==> src/rtl/wdw_pkg.sv <==
// Shared types for the trigger-qualified window watchdog.
package wdw_pkg;

    // Grade given to the trigger edge acted on in the current clock.
    typedef enum logic [1:0] {
        VERD_NONE = 2'd0,   // no edge this clock
        VERD_GOOD = 2'd1,   // edge found the count inside the window
        VERD_BAD  = 2'd2    // edge found the count outside the window
    } verdict_e;

endpackage

==> src/rtl/wdw_trig_edge.sv <==
// Trigger resynchroniser and rising-edge detector.
// Assumes trig_i is asynchronous to clk. It produces a one-clock pulse
// for each rising edge, SYNC_STAGES clocks after the edge is first sampled.
module wdw_trig_edge #(
    parameter int SYNC_STAGES = 2
) (
    input  logic clk,
    input  logic rst_n,
    input  logic trig_i,
    output logic trig_rise_o
);

    // Synchroniser stages plus one delay stage for edge detection.
    logic [SYNC_STAGES:0] chain;

    // Shift the sampled trigger down the chain; cleared by reset.
    always_ff @(posedge clk) begin
        if (!rst_n) begin
            chain <= '0;
        end else begin
            chain <= {chain[SYNC_STAGES-1:0], trig_i};
        end
    end

    // Rising edge: newest synchronised sample high, the one before it low.
    always_comb begin
        trig_rise_o = chain[SYNC_STAGES-1] & ~chain[SYNC_STAGES];
    end

endmodule

==> src/rtl/wdw_timebase.sv <==
// Interval time base with window grading and missing-trigger timeout.
// Assumes osc_fault_i is synchronous. The counter restarts on every
// acted edge, on a timeout and while a fault is present. The edge wins
// over a timeout that falls in the same clock.
module wdw_timebase
    import wdw_pkg::*;
#(
    parameter int TIMEOUT = 250,
    parameter int WIN_LO  = 40,
    parameter int WIN_HI  = 120,
    localparam int TB_W   = $clog2(TIMEOUT)
) (
    input  logic            clk,
    input  logic            rst_n,
    input  logic            osc_fault_i,
    input  logic            trig_rise_i,
    output logic [TB_W-1:0] tb_cnt_o,
    output verdict_e        verdict_o,
    output logic            timeout_o
);

    localparam logic [TB_W-1:0] LAST_C = TB_W'(TIMEOUT - 1);

    logic in_window;

    // Compare the running count against the inclusive window bounds.
    always_comb begin
        in_window = (int'(tb_cnt_o) >= WIN_LO) && (int'(tb_cnt_o) <= WIN_HI);
    end

    // Grade the edge and flag a timeout; a fault suppresses both.
    always_comb begin
        verdict_o = VERD_NONE;
        timeout_o = 1'b0;
        if (!osc_fault_i) begin
            if (trig_rise_i) begin
                verdict_o = in_window ? VERD_GOOD : VERD_BAD;
            end else if (tb_cnt_o == LAST_C) begin
                timeout_o = 1'b1;
            end
        end
    end

    // Advance the interval counter or restart it from zero.
    always_ff @(posedge clk) begin
        if (!rst_n) begin
            tb_cnt_o <= '0;
        end else if (osc_fault_i || trig_rise_i || timeout_o) begin
            tb_cnt_o <= '0;
        end else begin
            tb_cnt_o <= tb_cnt_o + TB_W'(1);
        end
    end

endmodule

==> src/rtl/wdw_qualifier.sv <==
// Saturating score counter and the watchdog-OK status flag.
// Assumes at most one verdict per clock. The flag is set when the score
// reaches QUAL_TOP and cleared when it reaches zero, giving hysteresis.
module wdw_qualifier
    import wdw_pkg::*;
#(
    parameter int QUAL_TOP = 3,
    localparam int Q_W     = $clog2(QUAL_TOP + 1)
) (
    input  logic           clk,
    input  logic           rst_n,
    input  logic           osc_fault_i,
    input  logic           timeout_i,
    input  verdict_e       verdict_i,
    output logic [Q_W-1:0] score_o,
    output logic           ok_o
);

    localparam logic [Q_W-1:0] TOP_C = Q_W'(QUAL_TOP);

    logic [Q_W-1:0] score_nxt;
    logic           ok_nxt;

    // Work out the next score and flag from the verdict and forced clears.
    always_comb begin
        score_nxt = score_o;
        ok_nxt    = ok_o;
        if (osc_fault_i || timeout_i) begin
            score_nxt = '0;
        end else begin
            case (verdict_i)
                VERD_GOOD: if (score_o != TOP_C) score_nxt = score_o + Q_W'(1);
                VERD_BAD:  if (score_o != '0)    score_nxt = score_o - Q_W'(1);
                default:   score_nxt = score_o;
            endcase
        end
        if (score_nxt == TOP_C) begin
            ok_nxt = 1'b1;
        end else if (score_nxt == '0) begin
            ok_nxt = 1'b0;
        end
    end

    // Register the score and the status flag.
    always_ff @(posedge clk) begin
        if (!rst_n) begin
            score_o <= '0;
            ok_o    <= 1'b0;
        end else begin
            score_o <= score_nxt;
            ok_o    <= ok_nxt;
        end
    end

endmodule

==> src/rtl/trig_window_wdog.sv <==
// Top level of the trigger-qualified window watchdog.
// It chains the resynchroniser, the interval time base and the score
// qualifier. Assumes WIN_LO <= WIN_HI < TIMEOUT-1 and SYNC_STAGES >= 1.
module trig_window_wdog
    import wdw_pkg::*;
#(
    parameter int TIMEOUT     = 250,
    parameter int WIN_LO      = 40,
    parameter int WIN_HI      = 120,
    parameter int QUAL_TOP    = 3,
    parameter int SYNC_STAGES = 2
) (
    input  logic clk,
    input  logic rst_n,
    input  logic trig_i,
    input  logic osc_fault_i,
    output logic wd_ok_o
);

    localparam int TB_W = $clog2(TIMEOUT);
    localparam int Q_W  = $clog2(QUAL_TOP + 1);

    logic            trig_rise;
    logic [TB_W-1:0] tb_cnt;
    verdict_e        verdict;
    logic            timeout;
    logic [Q_W-1:0]  score;

    wdw_trig_edge #(
        .SYNC_STAGES (SYNC_STAGES)
    ) edge_i (
        .clk         (clk),
        .rst_n       (rst_n),
        .trig_i      (trig_i),
        .trig_rise_o (trig_rise)
    );

    wdw_timebase #(
        .TIMEOUT (TIMEOUT),
        .WIN_LO  (WIN_LO),
        .WIN_HI  (WIN_HI)
    ) tbase_i (
        .clk         (clk),
        .rst_n       (rst_n),
        .osc_fault_i (osc_fault_i),
        .trig_rise_i (trig_rise),
        .tb_cnt_o    (tb_cnt),
        .verdict_o   (verdict),
        .timeout_o   (timeout)
    );

    wdw_qualifier #(
        .QUAL_TOP (QUAL_TOP)
    ) qual_i (
        .clk         (clk),
        .rst_n       (rst_n),
        .osc_fault_i (osc_fault_i),
        .timeout_i   (timeout),
        .verdict_i   (verdict),
        .score_o     (score),
        .ok_o        (wd_ok_o)
    );

endmodule

==> config.mk <==
export PLATFORM = sky130hd
export DESIGN_NAME = trig_window_wdog
export DESIGN_NICKNAME = d
export VERILOG_FILES = /design/src/rtl/wdw_pkg.sv /design/src/rtl/wdw_trig_edge.sv /design/src/rtl/wdw_timebase.sv /design/src/rtl/wdw_qualifier.sv /design/src/rtl/trig_window_wdog.sv
export SDC_FILE = /design/constraint.sdc
export NUM_CORES = 1
export LEC_CHECK = 0
export BUFFER_PORTS_ARGS = -buffer_cell sky130_fd_sc_hd__clkbuf_2
export CORE_MARGIN = 3
export CORE_UTILIZATION = 55
export DETAILED_ROUTE_END_ITERATION = 10
export PLACE_DENSITY = 0.79
export SETUP_SLACK_MARGIN = 0.4
export SYNTH_ARGS = -nofsm -noshare
export SYNTH_HDL_FRONTEND = slang
export SYNTH_SLANG_ARGS = --single-unit
export TNS_END_PERCENT = 30
==> constraint.sdc <==
create_clock -name clk -period 7.15 [get_ports clk]
set_input_delay 0.715 -clock clk [delete_from_list [all_inputs] [get_ports clk]]
set_output_delay 0.715 -clock clk [all_outputs]
set_load 0.1 [all_outputs]
; After elaboration in Yosys (flattened, before gate mapping)
; Index checks and enable logic that the tools add are counted.
; W data, S select, Z words.
[totals]
output_inout_bits = 1
inputBits = 4
word_cells = 37
register_bits = 14
[classes]
add_sub_neg = 3
n_reduce_logical = 8
n_bitwise = 3
n_eq_ne = 5
mux = 12
magnitude_cmp = 2
[ops]
columns = op, n
row1 = $mux W2, 6
row2 = $add A8 B1 Y8 const B, 1
row3 = $eq A8 B8 Y1 const B, 1
row4 = $ge A8 B6 Y1 const B, 1
row5 = $le A8 B7 Y1 const B, 1
row6 = $mux W1, 5
row7 = $eq A2 B2 Y1 const B, 2
row8 = $pmux W2 S2, 1
row9 = $reduce_bool A2 Y1, 2
row10 = $logic_or A1 B1 Y1, 3
row11 = $add A2 B1 Y2 const B, 1
row12 = $eq A2 B1 Y1 const B, 1
row13 = $logic_not A2 Y1, 1
row14 = $ne A2 B2 Y1 const B, 1
row15 = $not A1 Y1, 2
row16 = $reduce_or A2 Y1, 1
row17 = $sub A2 B1 Y2 const B, 1
row18 = $and A1 B1 Y1, 1
row19 = $logic_and A1 B1 Y1, 1

; Longest topological paths before layout
; Gate-level depths: netlist (run 1).
[depth]
word_depth = 11
ltp_mapped = 10
depth_no_buf = 10

; By module
; From an unflattened synthesis (run 1), not the netlist that was laid out.
[hier_totals]
cells_unflattened = 82
hier_area_um2 = 760.7
[modules_own_cells]
columns = module, area_each_um2, cells_each, seq_area_each_um2, instances
row1 = wdw_timebase, 471.7, 52, 160.2, 1
row2 = wdw_qualifier, 196.4, 23, 60.1, 1
row3 = wdw_trig_edge, 92.6, 7, 60.1, 1

; Least setup slack after synthesis (run 1)
; Ideal clock, no wire load.
[synth_path]
path_type = flip-flop to flip-flop
start = register tbase_i.tb_cnt_o[2]
end = register qual_i.ok_o
arrival_ns = 2.365
stages_incl_launch_ff = 10
path_buffers = 0
synth_period_minus_slack_ns = 2.485
slack_ns = 4.665
setup_ns = 0.120
t_required_ns = 7.030
cell_sequence = dfxtp_1 -> or3_1 -> a221oi_2 -> nand2_1 -> ha_1 -> or3_1 -> a21oi_1 -> ha_1 -> mux2i_1 -> nor2b_1
[synth_via]
elab_chain_cells = 10
elab_cells_between_ends = 19
cone_classes = order compare: 2 / eq/ne: 4 / mux: 9 / reduce/logical: 4
[synth_lines]
columns = element, line_no
row1 = start: declaration, wdw_timebase.sv:17  ; output logic [TB_W-1:0] tb_cnt_o,
row2 = start signal: assignment, wdw_timebase.sv:51  ; tb_cnt_o <= tb_cnt_o + TB_W'(1);
row3 = $ge A8 B6 Y1 / $le A8 B7 Y1 (equally long branches), wdw_timebase.sv:28  ; in_window = (int'(tb_cnt_o) >= WIN_LO) && (int'(tb_cnt_o) <= WIN_HI);
row4 = $logic_and A1 B1 Y1, wdw_timebase.sv:28
row5 = $mux W2, wdw_timebase.sv:37  ; verdict_o = in_window ? VERD_GOOD : VERD_BAD;
row6 = $mux W2, wdw_timebase.sv:36  ; if (trig_rise_i) begin
row7 = $mux W2, wdw_timebase.sv:35  ; if (!osc_fault_i) begin
row8 = $eq A2 B2 Y1 / $eq A2 B1 Y1 (equally long branches), wdw_qualifier.sv:31  ; case (verdict_i)
row9 = $pmux W2 S2, wdw_qualifier.sv:31
row10 = $mux W2 (*), wdw_qualifier.sv:28  ; if (osc_fault_i || timeout_i) begin
row11 = via qual_i.score_nxt[0], wdw_qualifier.sv:21  ; logic [Q_W-1:0] score_nxt;
row12 = $eq A2 B2 Y1 / $logic_not A2 Y1 (equally long branches), "wdw_qualifier.sv:37, wdw_qualifier.sv:39"
row13 = $mux W1 / $reduce_bool A2 Y1 (equally long branches), n/a
row14 = end signal: assignment, wdw_qualifier.sv:51  ; ok_o <= ok_nxt;
row15 = end: declaration, wdw_qualifier.sv:16  ; output logic ok_o
; Mark *: on every way through the listed nets, which the timed path passes. The rest lies on a longest branch.
; A chain may end at the register's enable or synchronous reset.

; Worst setup path after layout (run 1)
; Same ends and word-level chain as after synthesis.

==> impl_metrics.py, run 1 <==
metrics = {
    "status": {
        "status": "completed",
    },
    "floorplan": {
        "die_area_mm2": 0.00180,
        "die_x_um": 42.5,
        "fp.coreArea_mm2": 0.00117,
        "die-height_um": 42.5,
        "ios": 5,
        "initial_core_util_pct": 62.5,
        "fp-row-count": 12,
    },
    "timing": {
        "timing.final.max_slew_violations": 0,
        "fin_crit_ns": 2.64,
        "hold_viol": 0,
        "fin_worst_skew_ns": 0.00207,
        "fin_setup_tns_ns": 0,
        "setup_viol": 0,
        "grt_setup_unrepaired": "no",
        "max_slew_margin_pct": 64.0,
        "finalCritPeriodShare_pct": 37.0,
        "fmax_mhz": 378,
        "worst_pin_slew_ns": 0.542,
    },
    "global_routing": {
        "grt_pass1_wl_um": 2130,
        "grtUsageTotal_pct": 15.3,
        "overflow": 0,
        "antenna_found_initial": 0,
        "grt_start_max_net_pins": 9,
        "grt_pass1_vias": 551,
    },
    "setup_path": {
        "ff2ff_setup_slack_ns": 4.51,
        "crit_arrival_ns": 2.82,
        "critPathCaptureType": "flip-flop",
        "cp-start-kind": "flip-flop",
        "path_class": "reg -> reg",
        "worst_ep_required_time_ns": 7.33,
        "crit_path_max_fanout": 7,
    },
    "synthesis": {
        "synth_most_common_cell": "dfxtp_1",
        "synthTopCellsByCount": "dfxtp_1 (14), nand2_1 (7), ha_1 (6), nor2_1 (6)",
        "synth_area_leader_cell": "dfxtp_1",
        "synth-edff-count": 0,
        "syn_area_um2": 732,
        "yosysWarnings": 0,
        "seq_area_frac_synth_pct": 38.3,
        "synth_cell_type_count": 27,
        "syn_inst": 84,
        "ys_seq_elements": 14,
        "ys_top_cells_by_area": "dfxtp_1 (38%), ha_1 (10%), and2_1 (4.3%), nand2_1 (3.6%), a21oi_1 (3.4%)",
        "synth-async-reset-ratio_pct": 0,
        "synth_flop_cell": "dfxtp_1",
        "avgSynthCellArea_um2": 8.71,
        "yosys.area.top_type_share_pct": 38.3,
        "syn_nets": 94,
    },
    "min_path": {
        "worstHoldPathType": "reg -> reg",
    },
    "clocking": {
        "cts_resized": 0,
        "clock_path_buffers": 2,
        "post_cts_buffers": 0,
        "htree_levels": 1,
        "holdBufCountCts": 0,
        "clk_pin_slew_ns": 0.08,
        "clockRootBuffer": "clkbuf_4",
        "cts_tree": "done",
        "cts_made_buffers": 3,
        "insertion_delay_ns": 0.28,
        "cts_sinks": 14,
    },
    "pwr": {
        "power.leakage_nw": 0.288,
        "peakVddDrop_mv": 0.136,
        "p_per_area_mw_per_mm2": 178,
    },
    "place": {
        "hpwl_um": 916,
        "port-buffer-count": 4,
        "placed_area_um2": 769,
        "gp_congestion": 0.795,
    },
    "routing": {
        "vias_per_cell": 5.61,
        "drt_iter0_drc": 31,
        "wl_per_cell_um": 11.7,
        "num_vias": 595,
        "ant_nets": 0,
        "wl_um": 1240,
        "first_pass_iters": 4,
        "drc": 0,
    },
    "final_layout": {
        "area_growth_pct": 10.1,
        "drive_above_1_share_pct": 9.78,
        "post-route-cell-area_um2": 806,
        "n_antenna_cell": 0,
        "nNetsFinal": 103,
    },
    "job": {
        "cap_violations": 0,
    },
}
==> layer usage <==
layer	routed length (um)	vias up	share of wire [%]	global-route usage [%]
met3	59	2	4.8	3.86
met1	639	257	52	19.7
li1	-	317	-	-
met4	16	0	1.3	8.70
met5	0	-	0	0
met2	522	19	42	22.8
==> through the flow <==
stage	setup WS [ns]	util, %	hold slack, ns	power (mW)	cells
floorplan	4.67	-	0.412	0.0864	84
global placement	4.56	65.7	0.428	0.0886	102
detailed placement	4.54	65.7	0.430	0.0887	102
CTS	4.51	68.8	0.453	0.146	106
global route	4.36	68.8	0.488	0.150	106
finish	4.51	68.8	0.447	0.143	106
==> critical path, cell delays in order, from the launching register on <==
cell	delay, ns
dfxtp_1	0.38
or3_1	0.38
a221oi_2	0.34
nand2_1	0.10
ha_1	0.34
or3_1	0.40
a21oi_1	0.15
ha_1	0.25
mux2i_1	0.14
nor2b_1	0.05
==> worst paths after layout <==
kind | startpoint | to | cells after the start
min reg2reg | edge_i.chain[0] | edge_i.chain[1] | 1
min | edge_i.chain[0] | edge_i.chain[1] | 1
max reg2reg | tbase_i.tb_cnt_o[2] | qual_i.ok_o | 9
max | tbase_i.tb_cnt_o[2] | qual_i.ok_o | 9
==> layout by cell type, fill, tap and decap left out, types with 2 or more instances in the layout <==
| cell type | n |
|---|---|
| and2_1 | 5 |
| nor2_1 | 6 |
| a21oi_1 | 5 |
| clkbuf_4 | 3 |
| nand2b_1 | 2 |
| inv_1 | 5 |
| o31ai_1 | 2 |
| or3_1 | 4 |
| a31oi_1 | 2 |
| o21ai_0 | 4 |
| nor2b_1 | 4 |
| nand2_1 | 7 |
| ha_1 | 6 |
| nand3_1 | 3 |
| o211ai_1 | 2 |
| clkbuf_2 | 4 |
| xor2_1 | 2 |
| dfxtp_1 | 14 |
==> report_power, final <==
group	leakage, nW	internal (mW)	switching, mW	total (mW)
combinational	0.153	0.00287	0.00385	0.00672
clock	0.0210	0.0310	0.0254	0.0564
sequential	0.114	0.0791	0.00107	0.0802
==> flip-flops by register name (all words and copies together) (netlist names) <==
signal and cells:
qual_i.ok_o 1, tbase_i.tb_cnt_o 8, qual_i.score_o 2, edge_i.chain 3
==> cell type report <==
class	instances	area [um2]
tap	14	17.5
inverter	5	18.8
timing repair buffer	4	20.0
fill	83	365
multi-input combinational	65	433
sequential	14	280
clock buffer	4	36.3
==> cell families after synthesis <==
| logic type | Yosys count | synth area share (%) |
|---|---|---|
| AO/OA/AOI/OAI | 20 | 18.6 |
| flip-flops | 14 | 38.3 |
| multiplexers | 1 | 1.37 |
| AND/OR/NAND/NOR | 35 | 25.3 |
| buffers and inverters | 5 | 2.56 |
| XOR/XNOR | 3 | 3.59 |
| adder cells (fa/ha/maj) | 6 | 10.3 |
No activity file was read; power rests on OpenSTA's default activity.
==> run 2, diff against run 1 <==
ABC_AREA = 1   (was not set)
clock period = 2.5 ns   (was 7.15 ns; I/O delays follow)
==> impl_metrics.py, run 2 <==
metrics = {
    "place": {
        "placed_area_um2": 782,
        "gp_congestion": 0.725,
        "port-buffer-count": 4,
        "hpwl_um": 954,
        "placed_cells": 127,
    },
    "synthesis": {
        "avgSynthCellArea_um2": 6.83,
        "synth_flop_cell": "dfxtp_1",
        "synthTopCellsByCount": "nand2_1 (24), inv_1 (21), nor2_1 (19)",
        "ys_seq_elements": 14,
        "seq_area_frac_synth_pct": 37.6,
        "synth_area_leader_cell": "dfxtp_1",
        "syn_inst": 109,
        "synth-edff-count": 0,
        "synth-async-reset-ratio_pct": 0,
        "yosysWarnings": 0,
        "synth_cell_type_count": 17,
        "syn_nets": 119,
        "ys_top_cells_by_area": "dfxtp_1 (38%), nand2_1 (12%), inv_1 (11%), ha_1 (10%), nor2_1 (9.6%)",
        "synth_most_common_cell": "nand2_1",
        "yosys.area.top_type_share_pct": 37.6,
        "syn_area_um2": 744,
    },
    "setup_path": {
        "reg2reg_depth": 13,
        "critPathCaptureType": "flip-flop",
        "crit_path_max_fanout": 3,
        "crit_buf_inv": 3,
        "cp-start-kind": "flip-flop",
        "cp_num_cells": 13,
        "slowest_stage": "dfxtp_2",
        "cp_cell_sequence": "inv_2 -> nor3_4 -> nand4_1 -> ha_4 -> inv_4 -> nand2_4 -> nand3_2 -> nand2_2 -> nand3_2 -> inv_2 -> ha_4 -> o21ai_2 -> a21oi_2",
        "crit_arrival_ns": 2.26,
        "path_class": "reg -> reg",
        "crit_path_max_incr_delay_ns": 0.35,
        "worst_ep_required_time_ns": 2.67,
        "crit_family": "simple AND/OR/NAND/NOR gates",
    },
    "final_layout": {
        "drive_above_1_share_pct": 44.8,
        "final_common_cell": "nor2_1",
        "top_register": "tbase_i.tb_cnt_o",
        "fillers": 73,
        "multi_input_area_um2": 495,
        "nNetsFinal": 136,
        "finalNonFillerCells": 139,
        "largest_reg_flops": 8,
        "reg.largest.list": "tbase_i.tb_cnt_o x8, edge_i.chain x3, qual_i.score_o x2",
        "final_cell_mix": "nor2_1 (19), nand2_1 (17), inv_1 (13)",
        "area_growth_pct": 36.3,
        "post-route-cell-area_mm2": 0.00101,
        "regArea_um2": 300,
        "n_antenna_cell": 0,
    },
    "global_routing": {
        "antenna_found_initial": 0,
        "grt_pass1_wl_um": 2400,
        "overflow": 0,
        "grtUsageTotal_pct": 17.2,
        "grt_pass1_vias": 600,
        "grt_start_max_net_pins": 9,
    },
    "routing": {
        "drc": 0,
        "wl_per_cell_um": 14.3,
        "drt_iter0_drc": 50,
        "ant_nets": 0,
        "wl_um": 1990,
        "first_pass_iters": 4,
        "num_vias": 774,
        "vias_per_cell": 5.57,
    },
    "clocking": {
        "clockRootBuffer": "clkbuf_4",
        "holdBufCountCts": 0,
        "cts_sinks": 14,
        "clk_pin_slew_ns": 0.08,
        "cts_tree": "done",
        "htree_levels": 1,
        "insertion_delay_ns": 0.28,
        "cts_made_buffers": 3,
        "clock_path_buffers": 2,
    },
    "floorplan": {
        "ios": 5,
        "initial_core_util_pct": 62.8,
        "die_area_mm2": 0.00183,
        "fp.coreArea_mm2": 0.00119,
        "die_x_um": 42.8,
        "die-height_um": 42.8,
        "fp-row-count": 12,
    },
    "timing": {
        "finalCritPeriodShare_pct": 83.3,
        "fin_setup_tns_ns": 0,
        "hold_viol": 0,
        "grt_setup_unrepaired": "yes",
        "setup_viol": 0,
        "fin_crit_ns": 2.08,
        "whs_ns": 0.157,
        "fmax_mhz": 480,
        "fin_worst_skew_ns": 0.00696,
        "worst_pin_slew_ns": 0.538,
        "timing.final.max_slew_violations": 0,
        "max_slew_margin_pct": 64.3,
    },
    "pwr": {
        "total_power_uw": 414,
        "peakVddDrop_mv": 0.372,
        "power.leakage_nw": 0.504,
        "p_per_area_mw_per_mm2": 408,
    },
    "job": {
        "cap_violations": 0,
    },
    "status": {
        "status": "completed",
    },
    "min_path": {
        "worstHoldPathType": "in -> reg",
        "worstHoldPathCells": 3,
    },
}
==> run 2: cell count changes in the layout (fill, tap and decap cells not counted), sizes merged, moves of 3 or more <==
cell | previous run | this run
a21oi | 5 | 1
nand2 | 7 | 26
and2 | 5 | 0
nor2b | 4 | 0
nor2 | 6 | 20
nand3 | 3 | 11
or3 | 4 | 0
inv | 5 | 22
buf | 0 | 8
o21ai | 4 | 1
==> run 2: path summary, 6_finish.rpt <==
check,start,end,slack (ns)
setup / recovery,edge_i.chain[1],qual_i.ok_o,0.42
hold / removal,trig_i,edge_i.chain[0],0.16
setup reg to reg,edge_i.chain[1],qual_i.ok_o,0.42
hold reg to reg,edge_i.chain[0],edge_i.chain[1],0.42
==> run 2: kinds of logic (layout without fill, tap and decap cells) <==
| logic type | count (synthesis) | after routing | synth area share (%) |
|---|---|---|---|
| simple gates | 61 | 61 | 35.3 |
| xor+xnor | 3 | 3 | 3.53 |
| buf+inv | 22 | 38 | 11.1 |
| flops | 14 | 14 | 37.6 |
| fa+ha+maj | 6 | 6 | 10.1 |
| compound gates | 3 | 3 | 2.35 |
==> run 2: worst reg2reg max path, cell delays in order (launching register included) <==
cell     delay, ns
dfxtp_2       0.35
inv_2         0.06
nor3_4        0.20
nand4_1       0.19
ha_4          0.34
inv_4         0.05
nand2_4       0.06
nand3_2       0.10
nand2_2       0.10
nand3_2       0.08
inv_2         0.08
ha_4          0.20
o21ai_2       0.14
a21oi_2       0.04
==> run 2: what timing repair did <==
item                                    4_1_cts  5_1_grt
resized for setup                            13       33
endpoints found under the hold margin         0        0
endpoints found under the setup margin        1        1
pin swaps                                     0       12
buffers inserted                              5        3
==> run 2: power by group <==
group | leakage (nW) | switching, mW | total [mW] | internal [mW]
Clock | 0.0210 | 0.0739 | 0.162 | 0.0885
Sequential | 0.118 | 0.00241 | 0.225 | 0.222
Combinational | 0.364 | 0.0169 | 0.0271 | 0.0102
Total | 0.504 | 0.0932 | 0.414 | 0.321
==> run 2: through the flow <==
| step | worst slack, ns | utilization [%] |
|---|---|---|
| after global placement | 0.337 | 65.9 |
| final | 0.417 | 85.5 |
| after global routing | 0.298 | 85.5 |
| after floorplan | 0.475 | - |
| after detailed placement | 0.247 | 65.9 |
| after CTS | 0.402 | 74.6 |
==> run 2: layer usage <==
metal	global-route usage [%]	up-vias	part of all wire [%]
met5	0	-	0
met2	29.0	40	51
met3	3.81	14	5.8
li1	-	365	-
met4	7.45	0	5.3
met1	20.5	355	38
==> run 2: cell type report <==
type | instances | share of cell area, %
clock buffers | 4 | 3.58
inverters | 22 | 8.38
multi-input cells | 73 | 48.8
flip-flops and latches | 14 | 29.6
well taps | 14 | 1.73
repair buffers | 12 | 7.89
